[config.mk]
export PLATFORM = sky130hd
export DESIGN_NAME = irq_presenter
export DESIGN_NICKNAME = d
export VERILOG_FILES = /design/src/rtl/ipres_pkg.sv /design/src/rtl/ipres_step.sv /design/src/rtl/ipres_ipi_check.sv /design/src/rtl/irq_presenter.sv
export SDC_FILE = /design/constraint.sdc
export NUM_CORES = 1
export LEC_CHECK = 0
export ABC_AREA = 1
export ABC_CLOCK_PERIOD_IN_PS = 4400
export BUFFER_PORTS_ARGS = -buffer_cell sky130_fd_sc_hd__buf_2
export CAP_MARGIN = 15
export CORE_UTILIZATION = 40
export CTS_CLUSTER_DIAMETER = 200
export DETAILED_ROUTE_END_ITERATION = 10
export GPL_TIMING_DRIVEN = 0
export PLACE_DENSITY = 0.59
export SLEW_MARGIN = 20
export SYNTH_ARGS = -nofsm -noshare
export SYNTH_HDL_FRONTEND = slang
export SYNTH_SLANG_ARGS = --single-unit
export TNS_END_PERCENT = 20
[constraint.sdc]
create_clock -name clk -period 4.4 [get_ports clk]
set_input_delay 0.66 -clock clk [delete_from_list [all_inputs] [get_ports clk]]
set_output_delay 0.66 -clock clk [all_outputs]
set_load 0.03 [all_outputs]
[src/rtl/ipres_pkg.sv]
package ipres_pkg;
    localparam int PRIO_W = 8;
    localparam int SRC_W  = 24;
    localparam int WORD_W = PRIO_W + SRC_W;

    typedef logic [PRIO_W-1:0] prio_t;
    typedef logic [SRC_W-1:0]  srcnum_t;

    localparam prio_t   PRIO_IDLE       = '1;
    localparam srcnum_t SRC_NONE        = '0;
    localparam srcnum_t IPI_SRC_DEFAULT = srcnum_t'(2);

    typedef enum logic [1:0] {
        OP_SET_PRIO = 2'd0,
        OP_SET_IPI  = 2'd1,
        OP_ACCEPT   = 2'd2,
        OP_EOI      = 2'd3
    } cmd_op_e;

    typedef struct packed {
        prio_t   cur_prio;
        srcnum_t src;
        prio_t   pend_prio;
        prio_t   ipi_req;
    } pres_state_t;

    typedef struct packed {
        logic    valid;
        srcnum_t num;
    } src_msg_t;

    localparam pres_state_t RESET_STATE = '{cur_prio: '0, src: '0,
                                            pend_prio: '1, ipi_req: '1};

    // Lower value wins.
    function automatic logic beats(prio_t a, prio_t b);
        return a < b;
    endfunction
endpackage

[src/rtl/ipres_step.sv]
module ipres_step
    import ipres_pkg::*;
#(
    parameter srcnum_t IPI_SOURCE = IPI_SRC_DEFAULT
) (
    input  pres_state_t       cur,
    input  logic              cmd_valid,
    input  cmd_op_e           cmd_op,
    input  logic [WORD_W-1:0] cmd_data,
    input  logic              offer_valid,
    input  srcnum_t           offer_num,
    input  prio_t             offer_prio,
    output pres_state_t       nxt,
    output src_msg_t          rej,
    output src_msg_t          eoi,
    output logic              resend,
    output logic              ipi_eval
);
    prio_t req_prio;
    logic  busy;

    assign req_prio = cmd_data[PRIO_W-1:0];
    assign busy     = (cur.src != SRC_NONE);

    always_comb begin
        nxt      = cur;
        rej      = '0;
        eoi      = '0;
        resend   = 1'b0;
        ipi_eval = 1'b0;
        if (cmd_valid) begin
            unique case (cmd_op)
                OP_SET_PRIO: begin
                    nxt.cur_prio = req_prio;
                    if (beats(req_prio, cur.cur_prio)) begin
                        // Raising priority: drop a pending one that no longer wins.
                        if (busy && !beats(cur.pend_prio, req_prio)) begin
                            nxt.src       = SRC_NONE;
                            nxt.pend_prio = PRIO_IDLE;
                            if (cur.src != IPI_SOURCE) begin
                                rej.valid = 1'b1;
                                rej.num   = cur.src;
                            end
                        end
                    end else if (!busy) begin
                        resend   = 1'b1;
                        ipi_eval = 1'b1;
                    end
                end
                OP_SET_IPI: begin
                    nxt.ipi_req = req_prio;
                    ipi_eval    = 1'b1;
                end
                OP_ACCEPT: begin
                    nxt.cur_prio  = cur.pend_prio;
                    nxt.src       = SRC_NONE;
                    nxt.pend_prio = PRIO_IDLE;
                end
                OP_EOI: begin
                    nxt.cur_prio = cmd_data[WORD_W-1:SRC_W];
                    eoi.valid    = 1'b1;
                    eoi.num      = cmd_data[SRC_W-1:0];
                    ipi_eval     = 1'b1;
                end
                default: ;
            endcase
        end else if (offer_valid) begin
            if (beats(offer_prio, cur.cur_prio) &&
                (!busy || beats(offer_prio, cur.pend_prio))) begin
                if (busy && cur.src != IPI_SOURCE) begin
                    rej.valid = 1'b1;
                    rej.num   = cur.src;
                end
                nxt.src       = offer_num;
                nxt.pend_prio = offer_prio;
            end else begin
                rej.valid = 1'b1;
                rej.num   = offer_num;
            end
        end
    end
endmodule

[src/rtl/ipres_ipi_check.sv]
module ipres_ipi_check
    import ipres_pkg::*;
#(
    parameter srcnum_t IPI_SOURCE = IPI_SRC_DEFAULT
) (
    input  pres_state_t st_in,
    input  logic        eval,
    output pres_state_t st_out,
    output src_msg_t    rej
);
    logic wants;
    logic wins;

    assign wants = eval && beats(st_in.ipi_req, st_in.cur_prio);
    assign wins  = (st_in.src == SRC_NONE) || beats(st_in.ipi_req, st_in.pend_prio);

    always_comb begin
        st_out = st_in;
        rej    = '0;
        if (wants && wins) begin
            if (st_in.src != SRC_NONE && st_in.src != IPI_SOURCE) begin
                rej.valid = 1'b1;
                rej.num   = st_in.src;
            end
            st_out.src       = IPI_SOURCE;
            st_out.pend_prio = st_in.ipi_req;
        end
    end
endmodule

[src/rtl/irq_presenter.sv]
module irq_presenter
    import ipres_pkg::*;
#(
    parameter srcnum_t IPI_SOURCE = IPI_SRC_DEFAULT
) (
    input  logic              clk,
    input  logic              rst,
    input  logic              cmd_valid,
    input  logic [1:0]        cmd_op,
    input  logic [WORD_W-1:0] cmd_data,
    output logic [WORD_W-1:0] acc_word,
    input  logic              src_valid,
    input  logic [SRC_W-1:0]  src_num,
    input  logic [PRIO_W-1:0] src_prio,
    output logic              rej_valid,
    output logic [SRC_W-1:0]  rej_num,
    output logic              eoi_valid,
    output logic [SRC_W-1:0]  eoi_num,
    output logic              resend_req,
    output logic              cpu_irq
);
    pres_state_t state_q, st_step, st_final;
    src_msg_t    rej_step, rej_ipi, rej_q, eoi_step, eoi_q;
    logic        resend_step, ipi_eval, resend_q, irq_q;
    cmd_op_e     op;

    assign op = cmd_op_e'(cmd_op);

    ipres_step #(.IPI_SOURCE(IPI_SOURCE)) u_step (
        .cur(state_q), .cmd_valid(cmd_valid), .cmd_op(op), .cmd_data(cmd_data),
        .offer_valid(src_valid), .offer_num(src_num), .offer_prio(src_prio),
        .nxt(st_step), .rej(rej_step), .eoi(eoi_step),
        .resend(resend_step), .ipi_eval(ipi_eval)
    );

    ipres_ipi_check #(.IPI_SOURCE(IPI_SOURCE)) u_ipi (
        .st_in(st_step), .eval(ipi_eval), .st_out(st_final), .rej(rej_ipi)
    );

    always_ff @(posedge clk) begin
        if (rst) begin
            state_q  <= RESET_STATE;
            rej_q    <= '0;
            eoi_q    <= '0;
            resend_q <= 1'b0;
            irq_q    <= 1'b0;
        end else begin
            state_q  <= st_final;
            rej_q    <= rej_step.valid ? rej_step : rej_ipi;
            eoi_q    <= eoi_step;
            resend_q <= resend_step;
            irq_q    <= (st_final.src != SRC_NONE);
        end
    end

    assign acc_word   = {state_q.cur_prio, state_q.src};
    assign rej_valid  = rej_q.valid;
    assign rej_num    = rej_q.num;
    assign eoi_valid  = eoi_q.valid;
    assign eoi_num    = eoi_q.num;
    assign resend_req = resend_q;
    assign cpu_irq    = irq_q;

    // The two reject producers never fire together.
    p_one_reject_r3: assert property (@(posedge clk) disable iff (rst)
        rej_step.valid |-> !rej_ipi.valid);

    p_accept_takes_r2: assert property (@(posedge clk) disable iff (rst)
        (cmd_valid && op == OP_ACCEPT) |=>
            (acc_word == {$past(state_q.pend_prio), SRC_NONE}) && !cpu_irq);

    p_offer_present_r3: assert property (@(posedge clk) disable iff (rst)
        (!cmd_valid && src_valid && beats(src_prio, state_q.cur_prio) &&
         (state_q.src == SRC_NONE || beats(src_prio, state_q.pend_prio)))
            |=> (acc_word[SRC_W-1:0] == $past(src_num)) && cpu_irq);

    p_eoi_field_r8: assert property (@(posedge clk) disable iff (rst)
        (cmd_valid && op == OP_EOI) |=>
            eoi_valid && (eoi_num == $past(cmd_data[SRC_W-1:0])) &&
            (acc_word[WORD_W-1:SRC_W] == $past(cmd_data[WORD_W-1:SRC_W])));

    p_raise_drops_r6: assert property (@(posedge clk) disable iff (rst)
        (cmd_valid && op == OP_SET_PRIO && state_q.src != SRC_NONE &&
         beats(cmd_data[PRIO_W-1:0], state_q.cur_prio) &&
         !beats(state_q.pend_prio, cmd_data[PRIO_W-1:0])) |=> !cpu_irq);

    p_no_ipi_reject_r11: assert property (@(posedge clk) disable iff (rst)
        rej_valid |-> (rej_num != IPI_SOURCE));

    p_line_tracks_r10: assert property (@(posedge clk) disable iff (rst)
        cpu_irq == (acc_word[SRC_W-1:0] != SRC_NONE));
endmodule

==> metrics <==
Hold Buf Count CTS 0; wl on met1 9427 µm; Seq/Total Area, Yosys approximately a third; Distinct cells, synth 39; HP Class input port to register; Max-slew headroom about 57%; Inst Count DP about 1300; RSZ-0062 raised after global routing false; critical path data required time roughly 4700 ps; largest net degree at the start of global routing 18; number of max-cap violations 0; peak supply drop 0.2549 mV; CTS resizes 0; vias in the first global route around 5800; Hold Vio Cnt, Final 0; first-pass GRT wire length approximately 31000 µm; initial core utilization approximately two fifths; most used cell, CP buf_2; final period utilization about nine tenths; diode count 0; worst-path cell chain buf_2, inv_2, nand2_1, clkbuf_1, buf_1, o2111ai_1, o21ai_0, ha_1, a211oi_1, o211ai_1, a221oi_4, buf_2, nand3_1, a21oi_1; Synth Area in Compound Gates around 15%; final clock skew ~11 ps; Final GP Congestion about 0.93; Area contributors post-synth dfxtp_1, nand2_1, ha_1; asr flop ratio synth 0%; Sw Ratio around two fifths; Final setup viols 0; fin. max-slew vios 0; Mean Syn Cell Area about 6.8 µm²; share of cells above drive strength 1 22.41%; reg2reg start acc_word[31]; critical path class input port to register; Pwr per Cell Area roughly 380 nW/µm²; TritonRoute pass-1 iters 5; Area Overhead vs Synth 20.81%; register share of total power a little over a third; Inserted Clock Buffers 9; Comb pwr share 36.7%; Leak 3.964 nW; Fmax roughly 0.25 GHz; Post-Syn Nets approximately 1000; DR DRC count 0; slowest cell on the critical path buf_1; dpl ws -12.67 ps; grt total ovfl 0; crit path DAT 4320 ps; crit-path max cell delay 560 ps; main combinational cell family by area after synthesis simple AND/OR/NAND/NOR gates; startpoint types input port; I/O Buffers 153; Chip Height between 100 and 150 µm; Synth Area in XOR/XNOR 0%; clk root buf clkbuf_16; Clock power frac between 20% and 30%; Yosys top cell area share 32.45%; Final Worst Setup Slack 355.1 ps; Finished Layout Cells ~1300; CTS clk-pin slew, worst paths roughly 70 ps; Net Switching between 1 and 1.5 mW; synth warn 0; worst slew pin tran 643.3 ps; min-delay src cmd_data[20]; simple-gate share of the synthesized area between 20 and 30%; Final nets ~1200; vias per cell between 5 and 6; number of enable flip-flop cells after synthesis 0; initial antenna violation count 0; Critical Path End Type register; htree depth 3; Max Fanout on Critical Path 10; DR iter-0 viols approximately 530; Cells after Synth approximately 910; post-synthesis mux area share 0%; GRT Util Overall 25.41%; Pint between 1.5 and 2 mW; clk_lat worst skew ~360 ps; prevailing post-synth register cell dfxtp_1; num ports approximately 150; Synth Area in Adders under 10%; CP startpoint cmd_op[0]; Chip Width ~130 µm; HPWL Detailed roughly 15000 µm; CTS tree built; met2 WL roughly 8500 µm; Post-Syn Area around 6000 µm²; # rows 45; Tmin final ~4000 ps; Post-CTS Setup Bufs 0; Routed Antenna Nets 0; CTS sink count 100; total number of vias roughly 6500; Pwr Total approximately 2.8 mW; synthesis-stage register bit count 100; highest metal used met4; WL/cell 15.62 µm; Core ar. roughly 15000 µm²; largest area contributor in the netlist dfxtp_1; status complete, no violations; Clock Path Buffers 2; DIE AREA ~16000 µm²; Total Wirelength just under 20000 µm; met3 routed WL 1455 µm
[synthesized netlist by cell type, types with 3 or more instances]
master and instances:
nand3_1 57, buf_2 9, inv_2 5, nand2_4 3, inv_1 136, nand2_1 189, buf_1 3, nand4_1 32
nor2_1 105, ha_1 42, a21oi_1 60, clkbuf_1 20, o21ai_0 25, o2111ai_1 6, a22oi_1 9, o31ai_1 7
dfxtp_1 100, o21ai_1 11, o211ai_1 9, or2_2 8, o22ai_1 15, buf_4 38
[power by group through the flow]
stage | clock (mW) | combinational (mW) | sequential, mW
2_1_floorplan | 0 | 0.695 | 1.05
3_3_place_gp | 0 | 1.02 | 1.03
3_5_place_dp | 0 | 1.02 | 1.03
4_1_cts | 0.800 | 1.03 | 1.01
5_1_grt | 0.836 | 1.15 | 1.02
6_report | 0.783 | 1.04 | 1.01
[metal layers]
metal	vias to the layer above	track usage (%)
met5	-	0
met4	0	8.505
met3	29	5.310
met2	273	38.22
met1	2924	35.92
li1	3270	-
[placed cells by master (no fill, tap or decap), types with 3 or more instances in the layout]
cell type,netlist,layout
nand2_4,3,3
clkbuf_16,0,9
or2_2,8,8
o2111ai_1,6,6
o211ai_1,9,9
inv_2,5,5
buf_1,3,3
buf_2,9,162
a21oi_1,60,60
inv_1,136,136
o22ai_1,15,15
nand4_1,32,32
nor2_1,105,105
buf_4,38,38
nand3_1,57,57
o21ai_0,25,25
o31ai_1,7,7
ha_1,42,42
a22oi_1,9,9
nand2_1,189,189
clkbuf_1,20,19
dfxtp_1,100,100
o21ai_1,11,11
[area by class of cell]
cell class / count / area [µm²]
fill: 1617 / 7694
multi-input combinational: 598 / 3194
sequential: 100 / 2002
timing repair buffer: 153 / 765.7
inverter: 142 / 533.0
buffer: 71 / 435.4
clock buffer: 10 / 239.0
tap: 188 / 235.2
clock inverter: 6 / 47.55
[final timing paths]
check                                     to  slack (ps)  cells past startpoint
worst max-delay path             rej_num[11]         360                     14
worst min-delay path             eoi_num[20]         510                      3
worst max register to register   acc_word[9]         560                     20
worst min register to register  acc_word[17]         580                      2
[through the flow]
stage	hold WS [ps]	TNS [ps]	cell area, µm²	util (%)
floorplan	519.9	0	6168	-
global placement	569.6	-0.3468	7169	47.34
detailed placement	567.8	-89.05	7169	47.34
CTS	497.8	0	7456	49.23
global route	507.6	0	7452	49.20
finish	509.0	0	7452	49.20
[sequential cells by signal, summed over array words and instances, names as in the netlist]
signal,flops
state_q,16
rej_valid,1
resend_req,1
acc_word,32
rej_num,24
cpu_irq,1
eoi_valid,1
eoi_num,24
[critical path, delay by kind of cell]
| kind | cells | cell delay [ps] |
|---|---|---|
| adder cells (fa/ha/maj) | 1 | 300 |
| buffers and inverters | 5 | 1580 |
| AND/OR/NAND/NOR | 2 | 180 |
| AO/OA/AOI/OAI | 6 | 1570 |
[logic make-up after synthesis]
family / after synthesis
DFF: 100
adders and majority gates: 42
buffers and inverters: 214
AOI/OAI and AO/OA: 151
and+or+nand+nor: 405
Power figures use the tool's default switching activity.
